File: src/rtl/spkPkg.sv
package spkPkg;

  typedef struct packed {
    logic load;      // capture the offered word as the working word
    logic clearBit;  // drop the emitted bit from the working word
    logic advance;   // move the tile position on by one word
  } spkStrobeT;

  typedef struct packed {
    logic inZero;     // offered word carries no spikes
    logic inTileLast; // offered word is the last tile of the map
    logic oneLeft;    // working word has exactly one set bit
    logic workLast;   // working word is the last tile of the map
    logic hasBit;     // working word has at least one set bit
  } spkStatusT;

endpackage

File: src/rtl/spkLzc.sv
// Lowest-set-bit search built as a binary tree. The lower half wins at
// every node, so the result is the smallest set index.
module spkLzc #(
  parameter int W = 16
) (
  input  logic [W-1:0]         vec,
  output logic                 found,
  output logic [$clog2(W)-1:0] idx
);
  localparam int L = $clog2(W);
  localparam int P = 1 << L;
  localparam int N = 2 * P - 1;

  logic [N-1:0]        nodeVal;
  logic [N-1:0][L-1:0] nodeIdx;

  genvar i;
  generate
    for (i = 0; i < P; i++) begin : gLeaf
      if (i < W) begin : gReal
        assign nodeVal[P-1+i] = vec[i];
      end else begin : gPad
        assign nodeVal[P-1+i] = 1'b0;
      end
      assign nodeIdx[P-1+i] = L'(i);
    end
    for (i = 0; i < P - 1; i++) begin : gNode
      assign nodeVal[i] = nodeVal[2*i+1] | nodeVal[2*i+2];
      assign nodeIdx[i] = nodeVal[2*i+1] ? nodeIdx[2*i+1] : nodeIdx[2*i+2];
    end
  endgenerate

  assign found = nodeVal[0];
  assign idx   = nodeIdx[0];
endmodule

File: src/rtl/spkDatapath.sv
module spkDatapath
  import spkPkg::*;
#(
  parameter int TILE_W = 4,
  parameter int TILE_H = 4,
  parameter int MAP_W  = 32,
  parameter int MAP_H  = 16
) (
  input  logic                           clk,
  input  logic                           rstN,
  input  spkStrobeT                      strobe,
  input  logic [TILE_W*TILE_H-1:0]       inWord,
  output spkStatusT                      status,
  output logic [$clog2(MAP_W)-1:0]       outX,
  output logic [$clog2(MAP_H)-1:0]       outY
);
  localparam int WORD_W = TILE_W * TILE_H;
  localparam int IDX_W  = $clog2(WORD_W);
  localparam int X_W    = $clog2(MAP_W);
  localparam int Y_W    = $clog2(MAP_H);
  localparam logic [X_W-1:0] LAST_X = X_W'(MAP_W - TILE_W);
  localparam logic [Y_W-1:0] LAST_Y = Y_W'(MAP_H - TILE_H);

  logic [WORD_W-1:0] workWord;
  logic [X_W-1:0]    baseX, tileX;
  logic [Y_W-1:0]    baseY, tileY;
  logic              workLast;

  // first tree: spike to emit now
  logic              foundA;
  logic [IDX_W-1:0]  idxA;
  spkLzc #(.W(WORD_W)) uTreeCur (.vec(workWord), .found(foundA), .idx(idxA));

  // second tree: is there another spike once this one is gone
  logic [WORD_W-1:0] restWord;
  logic              foundB;
  logic [IDX_W-1:0]  idxB;
  assign restWord = workWord & ~(WORD_W'(1) << idxA);
  spkLzc #(.W(WORD_W)) uTreeNext (.vec(restWord), .found(foundB), .idx(idxB));

  // bit position to in-tile offset, filled at elaboration
  logic [X_W-1:0] lutDx [WORD_W];
  logic [Y_W-1:0] lutDy [WORD_W];
  genvar b;
  generate
    for (b = 0; b < WORD_W; b++) begin : gLut
      assign lutDx[b] = X_W'(b % TILE_W);
      assign lutDy[b] = Y_W'(b / TILE_W);
    end
  endgenerate

  assign outX = baseX + lutDx[idxA];
  assign outY = baseY + lutDy[idxA];

  logic tileLast;
  assign tileLast = (tileX == LAST_X) && (tileY == LAST_Y);

  always_comb begin
    status.inZero     = (inWord == '0);
    status.inTileLast = tileLast;
    status.oneLeft    = foundA && !foundB;
    status.workLast   = workLast;
    status.hasBit     = foundA;
  end

  always_ff @(posedge clk or negedge rstN) begin
    if (!rstN) begin
      workWord <= '0;
      baseX    <= '0;
      baseY    <= '0;
      workLast <= 1'b0;
    end else if (strobe.load) begin
      workWord <= inWord;
      baseX    <= tileX;
      baseY    <= tileY;
      workLast <= tileLast;
    end else if (strobe.clearBit) begin
      workWord <= restWord;
    end
  end

  always_ff @(posedge clk or negedge rstN) begin
    if (!rstN) begin
      tileX <= '0;
      tileY <= '0;
    end else if (strobe.advance) begin
      if (tileX == LAST_X) begin
        tileX <= '0;
        tileY <= (tileY == LAST_Y) ? '0 : tileY + Y_W'(TILE_H);
      end else begin
        tileX <= tileX + X_W'(TILE_W);
      end
    end
  end

  AST_CLEAR_ONE: assert property (@(posedge clk) disable iff (!rstN)
    strobe.clearBit && !strobe.load |=>
      $countones(workWord) + 1 == $past($countones(workWord)));

  AST_TILE_IN_MAP: assert property (@(posedge clk) disable iff (!rstN)
    strobe.advance && tileLast |=> tileX == '0 && tileY == '0);

endmodule

File: src/rtl/spkCtrl.sv
module spkCtrl
  import spkPkg::*;
(
  input  logic      clk,
  input  logic      rstN,
  input  logic      inValid,
  input  logic      outReady,
  input  spkStatusT status,
  output spkStrobeT strobe,
  output logic      inReady,
  output logic      outValid,
  output logic      outSpike,
  output logic      outEom
);
  logic busySpike, busyMarker;
  logic outFire, retire, inFire;

  always_comb begin
    outValid = busySpike | busyMarker;
    outFire  = outValid & outReady;
    retire   = outFire & (busyMarker | status.oneLeft);
    inReady  = !outValid | retire;
    inFire   = inValid & inReady;

    strobe.load     = inFire & !status.inZero;
    strobe.clearBit = outFire & busySpike;
    strobe.advance  = inFire;

    outSpike = busySpike;
    outEom   = busyMarker | (busySpike & status.workLast & status.oneLeft);
  end

  always_ff @(posedge clk or negedge rstN) begin
    if (!rstN) begin
      busySpike  <= 1'b0;
      busyMarker <= 1'b0;
    end else begin
      if (retire) begin
        busySpike  <= 1'b0;
        busyMarker <= 1'b0;
      end
      if (inFire) begin
        busySpike  <= !status.inZero;
        busyMarker <= status.inZero & status.inTileLast;
      end
    end
  end

  AST_SPIKE_HAS_BIT: assert property (@(posedge clk) disable iff (!rstN)
    busySpike |-> status.hasBit);

  AST_ONE_HOLDER: assert property (@(posedge clk) disable iff (!rstN)
    $onehot0({busySpike, busyMarker}));

endmodule

File: src/rtl/spikeStreamer.sv
module spikeStreamer
  import spkPkg::*;
#(
  parameter int TILE_W = 4,
  parameter int TILE_H = 4,
  parameter int MAP_W  = 32,
  parameter int MAP_H  = 16
) (
  input  logic                         clk,
  input  logic                         rstN,
  input  logic                         inValid,
  output logic                         inReady,
  input  logic [TILE_W*TILE_H-1:0]     inWord,
  output logic                         outValid,
  input  logic                         outReady,
  output logic                         outSpike,
  output logic                         outEom,
  output logic [$clog2(MAP_W)-1:0]     outX,
  output logic [$clog2(MAP_H)-1:0]     outY
);
  spkStrobeT strobe;
  spkStatusT status;

  spkCtrl uCtrl (
    .clk(clk), .rstN(rstN), .inValid(inValid), .outReady(outReady),
    .status(status), .strobe(strobe), .inReady(inReady),
    .outValid(outValid), .outSpike(outSpike), .outEom(outEom)
  );

  spkDatapath #(.TILE_W(TILE_W), .TILE_H(TILE_H), .MAP_W(MAP_W), .MAP_H(MAP_H)) uDp (
    .clk(clk), .rstN(rstN), .strobe(strobe), .inWord(inWord),
    .status(status), .outX(outX), .outY(outY)
  );

  AST_STALL_HOLD: assert property (@(posedge clk) disable iff (!rstN)
    outValid && !outReady |=> outValid && $stable(outSpike) && $stable(outEom)
      && (!outSpike || ($stable(outX) && $stable(outY))));

  AST_STALL_NO_INPUT: assert property (@(posedge clk) disable iff (!rstN)
    outValid && !outReady |-> !inReady);

  AST_MARKER_IS_EOM: assert property (@(posedge clk) disable iff (!rstN)
    outValid && !outSpike |-> outEom);

  AST_COORD_RANGE: assert property (@(posedge clk) disable iff (!rstN)
    outValid && outSpike |-> 32'(outX) < MAP_W && 32'(outY) < MAP_H);

endmodule

File: config.mk
export PLATFORM = sky130hd
export DESIGN_NAME = spikeStreamer
export DESIGN_NICKNAME = d
export VERILOG_FILES = /design/src/rtl/spkPkg.sv /design/src/rtl/spkLzc.sv /design/src/rtl/spkDatapath.sv /design/src/rtl/spkCtrl.sv /design/src/rtl/spikeStreamer.sv
export SDC_FILE = /design/constraint.sdc
export NUM_CORES = 1
export LEC_CHECK = 0
export BUFFER_PORTS_ARGS = -buffer_cell sky130_fd_sc_hd__buf_2
export CAP_MARGIN = 30
export CORE_MARGIN = 3
export CORE_UTILIZATION = 45
export DETAILED_ROUTE_END_ITERATION = 8
export GPL_TIMING_DRIVEN = 1
export PLACE_DENSITY = 0.76
export SLEW_MARGIN = 15
export SYNTH_ARGS = -nofsm -noshare
export SYNTH_HDL_FRONTEND = slang
export SYNTH_HIERARCHICAL = 1
export SYNTH_SLANG_ARGS = --single-unit
File: constraint.sdc
create_clock -name clk -period 6.3 [get_ports clk]
set_clock_uncertainty 0.1 [all_clocks]
set_input_delay 1.26 -clock clk [delete_from_list [all_inputs] [get_ports clk]]
set_output_delay 1.26 -clock clk [all_outputs]
set_load 0.02 [all_outputs]
==> After elaboration in Yosys (flattened, before gate mapping) <==
Memory sizes are Yosys's and may differ from the RTL's.
Cells that the tools add are included.
{ "op_classes": {"n_addsub": 4, "order_cmp": 1, "n_eq_ne": 2, "n_shift": 1, "n_mux": 26, "bitwise": 45, "n_reduce_logical": 9} }
{ "op_table": {"columns": ["cell", "count"], "rows": [
  ["two-way mux 4 bit", 10],
  ["OR 1 bit", 34],
  ["two-way mux 16 bit", 2],
  ["bitwise AND 16 bit", 1],
  ["logical NOT 16 bit", 1],
  ["inverter 16 bit", 1],
  ["<< shifter 1 x 4 -> 16 bit (first input constant)", 1],
  ["two-way mux 5 bit", 3],
  ["two-way mux 1 bit", 11],
  ["bitwise AND 1 bit", 8],
  ["adder 5 x 3 -> 5 bit (second input constant)", 1],
  ["adder 5 bit", 1],
  ["equality test 5 bit (second input constant)", 1],
  ["greater-or-equal comparator 5 bit (second input constant)", 1],
  ["inverter 4 -> 5 bit", 1],
  ["adder 4 x 3 -> 4 bit (second input constant)", 1],
  ["adder 4 bit", 1],
  ["equality test 4 bit (second input constant)", 1],
  ["nonzero test 2 bit", 2],
  ["logical NOT 1 bit", 3],
  ["logical AND 1 bit", 2],
  ["AND reduction 2 bit", 1]
]} }
{ "word_totals": {"regBits": 37, "rom_bits": 144, "inputBits": 20, "elab_cells": 98, "memories": 2} }
{ "memory_table": {"columns": ["memory", "words", "word_bits", "rd", "rd_clocked_by_memory_dff", "write_ports", "line", "source"], "rows": [
  ["(name not given)", 16, 5, 1, 0, 0, "spkDatapath.sv:52", "assign outX = baseX + lutDx[idxA];"],
  ["(name not given)", 16, 4, 1, 0, 0, "spkDatapath.sv:53", "assign outY = baseY + lutDy[idxA];"]
]} }

==> Longest topological paths before layout <==
Gate-level depths: netlist (run 1).
{ "logic_depth": {"depth_word": 19, "depth_mapped": 19, "depth_no_buf": 16} }

==> Cells and area by module <==
The synthesis (run 1) kept the hierarchy.
{ "modules_own_cells": {"columns": ["module", "instances", "cells_each", "area_per_inst_um2", "seq_area_each_um2"], "rows": [
  ["spkDatapath", 1, 137, 1596.5, 675.6],
  ["spkLzc", 2, 25, 147.6, 0.0],
  ["spkCtrl", 1, 16, 145.1, 50.0]
]} }

==> Worst setup path before layout (run 1) <==
Ideal clock, no wire load.
{ "synth_timing": {"kind": "register to output", "from": "register uDp.workWord[9]", "to": "output inReady", "arrival_time_ps": 3764, "t_required_ps": 4940, "setup_slack_ps": 1176, "stages_incl_launch_ff": 14, "path_buffers": 2, "path_cell_list": "dfrtp_1 nor2_1 o31ai_1 a2111oi_0 buf_6 nor2b_4 clkbuf_4 a21boi_0 or4_4 nor2b_4 nand2_1 nor2b_1 o21ai_2 nand2_1"} }
{ "synth_rtl": {"columns": ["item", "line", "source"], "rows": [
  ["from (decl)", "spkDatapath.sv:24", "logic [WORD_W-1:0] workWord;"],
  ["from (signal assigned)", "spkDatapath.sv:73", "workWord <= inWord;"],
  ["from (signal assigned)", "spkDatapath.sv:78", "workWord <= restWord;"],
  ["to (decl)", "spikeStreamer.sv:12", "output logic inReady,"]
]} }

==> summary.txt, run 1 <==
Status
  – Status: completed

Die
  – Chip width: 71.7 µm
  – I/O pins: 33
  – FP Rows: 23
  – Die area: 5140 µm²
  – Core box area: 4090 µm²
  – Initial Util: 0.475
  – Die Span Y: 71.7 µm

CTS
  – Buffer depth of the longest clock path: 2
  – Worst skew pair latency: 0.28 ns
  – Setup bufs post-CTS: 0
  – # hold bufs at CTS: 0
  – CTS buffer count: 5
  – CTS tree: built
  – H-tree depth: 2
  – CTS Sinks: 29
  – Root Driver: clkbuf_8
  – Clock-pin slew on the worst setup and hold paths: 0.06 ns
  – Post-CTS sizing: 0

Timing
  – Final hold vios: 0
  – Part of the cycle the worst path needs: 0.780
  – Final worst slack: 1.39 ns
  – Tmin final: 4.91 ns
  – Final setup viols: 0
  – RSZ-0062 raised after global routing: false
  – Setup TNS: 0 ns
  – Slew HR: 0.446
  – Fin. max-slew vios: 0
  – Achievable frequency: 0.203 GHz
  – Worst Tran Pin Value: 0.831 ns

Worst setup path
  – Largest stage delay, worst path: 0.67 ns
  – Max FO, Critical Path: 10
  – Critical-path cell list: or4_4 -> a21oi_1 -> nor2b_4 -> a21boi_1 -> nor4_1 -> nor2b_4 -> nand2_1 -> nor2b_1 -> a31o_2 -> buf_2
  – Critical path launch point type: flop
  – Critical Path AT: 3.55 ns
  – Crit-path slowest cell: a21oi_1
  – Setup CP Type: reg2out
  – CP Capture Type: output pin
  – CP most frequent cell: nor2b_4
  – Reg2Reg Depth: 14
  – Worst Path Required: 4.94 ns

Logic synthesis
  – Synth warn: 6
  – Avg Cell Area, Syn: 10.4 µm²
  – Syn Std Cell Area: 1940 µm²
  – Syn Inst Count: 186
  – Post-synth net total: 210

GRT
  – GRT Overall Usage: 0.189
  – Vias in the first global route: 1552
  – Global-route wire length before repair: 7470 µm
  – Total congestion overflow: 0
  – Initial antenna violation count: 0
  – Largest net degree at the start of global routing: 30

Route
  – Detail Route Antenna Nets: 0
  – Drt via density: 5.89
  – Pre-antenna DRT Iters: 4
  – First DRT Iteration DRCs: 80
  – # DRC: 0
  – Drt total wl: 4560 µm
  – Post-DR wirelength/cell: 17.5 µm
  – Vias post-DR: 1537

Place
  – DP Worst Slack: 1.62 ns
  – Final GP Congestion: 0.941
  – Number of port buffers: 32
  – Detail Placement HPWL: 3360 µm

Layout
  – ANT cells: 0
  – Area growth from synthesis to layout: 9.35%
  – Final nets: 234
  – Layout cells sized above 1: 0.341

Worst hold path
  – Hold Crit Depth: 1
  – Worst Hold Class: reg2reg

Job
  – Maxcap violations: 0
## flip-flops by register name (all words and copies together) (netlist names)
| register | count |
|---|---|
| uDp/baseY | 2 |
| uDp/tileY | 2 |
| uCtrl/outSpike | 1 |
| uDp/workWord | 16 |
| uDp/baseX | 3 |
| uDp/tileX | 3 |
| uDp/workLast | 1 |
| uCtrl/busyMarker | 1 |
## worst max-delay path: cells and delay by family, from the launching register on
family	cells	cell delay (ns)
compound gates	3	0.95
buf+inv	1	0.15
flops	1	0.46
simple gates	6	1.72
## layer usage
metal  wire length [µm]  track usage
met1               1900        0.250
met2               2270        0.288
met3                289       0.0421
met4                 98        0.100
met5                  0            0
## placed cells by master (no fill, tap or decap), types with 4 or more instances in the layout
cell      instances
a31oi_1          14
nor2_1           13
nand2_1           9
a21oi_1           9
buf_2            33
mux2i_1          16
mux2_2            9
dfrtp_1          29
clkbuf_8          5
a21boi_0          7
nor2b_4           4
nor4_1            7
ha_1              4
inv_1            10
## through the flow
step / instance area [µm²] / hold WS [ns] / utilization / cells
floorplan: 1940 / 0.379 / - / 186
global placement: 2030 / 0.387 / 0.498 / 252
detailed placement: 2030 / 0.394 / 0.498 / 252
CTS: 2120 / 0.410 / 0.518 / 260
global route: 2120 / 0.427 / 0.519 / 261
finish: 2120 / 0.409 / 0.519 / 261
## path summary, 6_finish.rpt
| kind | from | to | slack, ns |
|---|---|---|---|
| hold reg to reg | uDp/baseX[4] | uDp/baseX[4] | 0.41 |
| hold / removal | uDp/baseX[4] | uDp/baseX[4] | 0.41 |
| setup / recovery | uDp/workWord[0] | outEom | 1.39 |
| min in group asynchronous | rstN | uDp/baseX[3] | 0.91 |
| setup reg to reg | uDp/workWord[0] | uDp/workWord[11] | 1.86 |
| max in group asynchronous | rstN | uDp/workWord[4] | 4.77 |
## final cells by class
type | instances | area [µm²]
fill | 364 | 1960
multi-input combinational | 129 | 1030
sequential | 29 | 726
timing repair buffer | 35 | 180
clock buffer | 6 | 72.6
tap | 50 | 62.6
inverter | 10 | 37.5
clock inverter | 2 | 10.0
Power of run 1 is not shown: default switching activity piles up to over one toggle a cycle in this logic, so the estimate is an artifact.
==> run 2, diff against run 1 <==
--- a/config.mk
+++ b/config.mk
@@ -11,7 +11,7 @@
 export CORE_UTILIZATION = 45
 export DETAILED_ROUTE_END_ITERATION = 8
 export GPL_TIMING_DRIVEN = 1
-export PLACE_DENSITY = 0.76
+export PLACE_DENSITY = 0.78
 export SLEW_MARGIN = 15
 export SYNTH_ARGS = -nofsm -noshare
 export SYNTH_HDL_FRONTEND = slang
==> constraint.sdc (replaced) <==
create_clock -name clk -period 4.2 [get_ports clk]
set_clock_uncertainty 0.1 [all_clocks]
set_input_delay 0.84 -clock clk [delete_from_list [all_inputs] [get_ports clk]]
set_output_delay 0.84 -clock clk [all_outputs]
set_load 0.02 [all_outputs]
==> run 2 against run 1 <==
Net effect:
- wire length is 2.5% lower
- critical path depth is the same
- register-to-register slack worse by 1.5 ns
- flip-flop and latch count unchanged
- critical endpoint unchanged
- largest cell class unchanged
==> summary.txt, run 2 (same netlist as run 1, synthesis figures left out) <==
GRT
  – Global-route wire length before repair: 7250 µm (was 7470 µm)
  – GRT Overall Usage: 0.185 (was 0.189)
  – Total congestion overflow: 0 (unchanged)
  – Largest net degree at the start of global routing: 30 (unchanged)
  – Vias in the first global route: 1482 (was 1552)
  – Initial antenna violation count: 0 (unchanged)

Timing
  – Part of the cycle the worst path needs: 0.969
  – Setup TNS: 0 ns (unchanged)
  – Fin. max-slew vios: 0 (unchanged)
  – Slew HR: 0.579 (was 0.446)
  – Worst Tran Pin Value: 0.631 ns (was 0.831 ns)
  – Achievable frequency: 0.246 GHz
  – Final hold vios: 0 (unchanged)
  – Final setup viols: 0 (unchanged)
  – Tmin final: 4.07 ns

Route
  – # DRC: 0 (unchanged)
  – Detail Route Antenna Nets: 0 (unchanged)
  – Pre-antenna DRT Iters: 4 (unchanged)
  – First DRT Iteration DRCs: 97 (was 80)
  – Vias post-DR: 1564 (was 1537)
  – Drt total wl: 4440 µm (was 4560 µm)
  – Post-DR wirelength/cell: 16.7 µm (was 17.5 µm)
  – Drt via density: 5.88 (was 5.89)

Die
  – Initial Util: 0.475 (unchanged)
  – I/O pins: 33 (unchanged)
  – Die Span Y: 71.7 µm (unchanged)
  – Die area: 5140 µm² (unchanged)
  – FP Rows: 23 (unchanged)
  – Chip width: 71.7 µm (unchanged)
  – Core box area: 4090 µm² (unchanged)

Layout
  – Most frequent cells in the layout: 32 x buf_2, 27 x dfrtp_1, 16 x mux2i_1, 14 x a31oi_1, 11 x nor2_1 (was 33 x buf_2, 29 x dfrtp_1, 16 x mux2i_1, 14 x a31oi_1, 13 x nor2_1)
  – Area of the multi-input gates: 1060 µm² (was 1030 µm²)
  – Storage element area: 728 µm² (was 726 µm²)
  – Filler cells: 359 (was 364)
  – ANT cells: 0 (unchanged)
  – Max FFs per register: 16 (unchanged)
  – Biggest register: uDp/workWord (unchanged)
  – Final core occ: 0.554 (was 0.519)
  – Layout cells sized above 1: 0.384 (was 0.341)
  – Biggest regs: uDp/workWord: 16 flops, uDp/baseX: 3 flops, uDp/tileX: 3 flops (unchanged)
  – Post-route cell area: 2260 µm² (was 2120 µm²)
  – Final nets: 239 (was 234)
  – Area growth from synthesis to layout: 16.6% (was 9.35%)
  – Commonest non-fill, non-tap cell in the layout: buf_2 (unchanged)

Worst setup path
  – Critical Path AT: 3.13 ns (was 3.55 ns)
  – Worst Path Required: 3.26 ns (was 4.94 ns)
  – Setup CP Type: reg2out (unchanged)
  – Critical path launch point type: flop (unchanged)
  – CP Capture Type: output pin (unchanged)
  – Reg2Reg Setup Slack: 0.37 ns (was 1.86 ns)
  – Max FO, Critical Path: 7 (was 10)

Place
  – Number of port buffers: 32 (unchanged)
  – Detail Placement HPWL: 3340 µm (was 3360 µm)
  – Final GP Congestion: 0.867 (was 0.941)
  – Post-DP Area: 2080 µm² (was 2030 µm²)

Status
  – Status: completed (unchanged)

Worst hold path
  – Worst Hold Class: reg2reg (unchanged)

CTS
  – Clock-pin slew on the worst setup and hold paths: 0.06 ns (about the same)
  – CTS buffer count: 5 (unchanged)
  – CTS tree: built (unchanged)
  – CTS Sinks: 29 (unchanged)
  – # hold bufs at CTS: 0 (unchanged)
  – Root Driver: clkbuf_8 (unchanged)
  – H-tree depth: 2 (unchanged)
  – Buffer depth of the longest clock path: 2 (unchanged)
  – Worst skew pair latency: 0.28 ns (about the same)

Job
  – Maxcap violations: 0 (unchanged)
==> run 2: cell types whose count changed in the layout (fill, tap and decap cells not counted), sizes merged <==
cell	previous run	this run
buf	35	40
bufinv	0	2
clkbuf	6	5
clkinv	2	1
==> run 2: metal layers <==
metal	wire length (µm)	vias to the layer above	GRT usage
met5	0	-	0
met4	59	0	0.0814
met3	341	6	0.0519
met2	2210	61	0.280
met1	1840	766	0.246
li1	-	731	-
==> run 2: per-stage QoR <==
step,std cells,worst slack [ns],hold WS [ns]
after global routing,266,-0.00395,0.424
after floorplan,186,0.223,0.379
after global placement,257,0.319,0.388
after CTS,265,0.102,0.409
after detailed placement,257,0.260,0.394
final,266,0.131,0.403
==> run 2: area by class of cell <==
| class | count | share of cell area |
|---|---|---|
| flip-flops and latches | 29 | 0.322 |
| repair buffers | 40 | 0.104 |
| multi-input cells | 129 | 0.470 |
| well taps | 50 | 0.0276 |
| inverters | 10 | 0.0166 |
| clock buffers | 5 | 0.0304 |
| clock inverters | 3 | 0.0287 |
==> run 2: timing repair <==
item / CTS / global route
gates resized for setup: 2 / 7
buffers inserted: 0 / 1
endpoints found under the setup margin: 1 / 2
hold endpoints to repair: 0 / 0
pin swaps: 0 / 2
==> run 2: path summary, 6_finish.rpt <==
check,from,end,cells after the start
max,uDp/workWord[3],outEom,10
min,uDp/baseX[4],uDp/baseX[4],1
max reg2reg,uDp/workWord[3],uDp/workWord[13],14
min reg2reg,uDp/baseX[4],uDp/baseX[4],1
max in group asynchronous,rstN,uDp/workWord[3],1
min in group asynchronous,rstN,uDp/baseY[3],1
==> run 2: critical path: stages, from the launching register on <==
cell	delay, ns
dfrtp_2	0.45
nor4_1	0.49
a2111oi_4	0.18
nor2_2	0.33
a21boi_0	0.18
or4_4	0.55
nor2b_4	0.11
nand2_1	0.05
nor2b_1	0.19
a31o_2	0.19
buf_2	0.15
Power of run 2 is left out for the same reason.
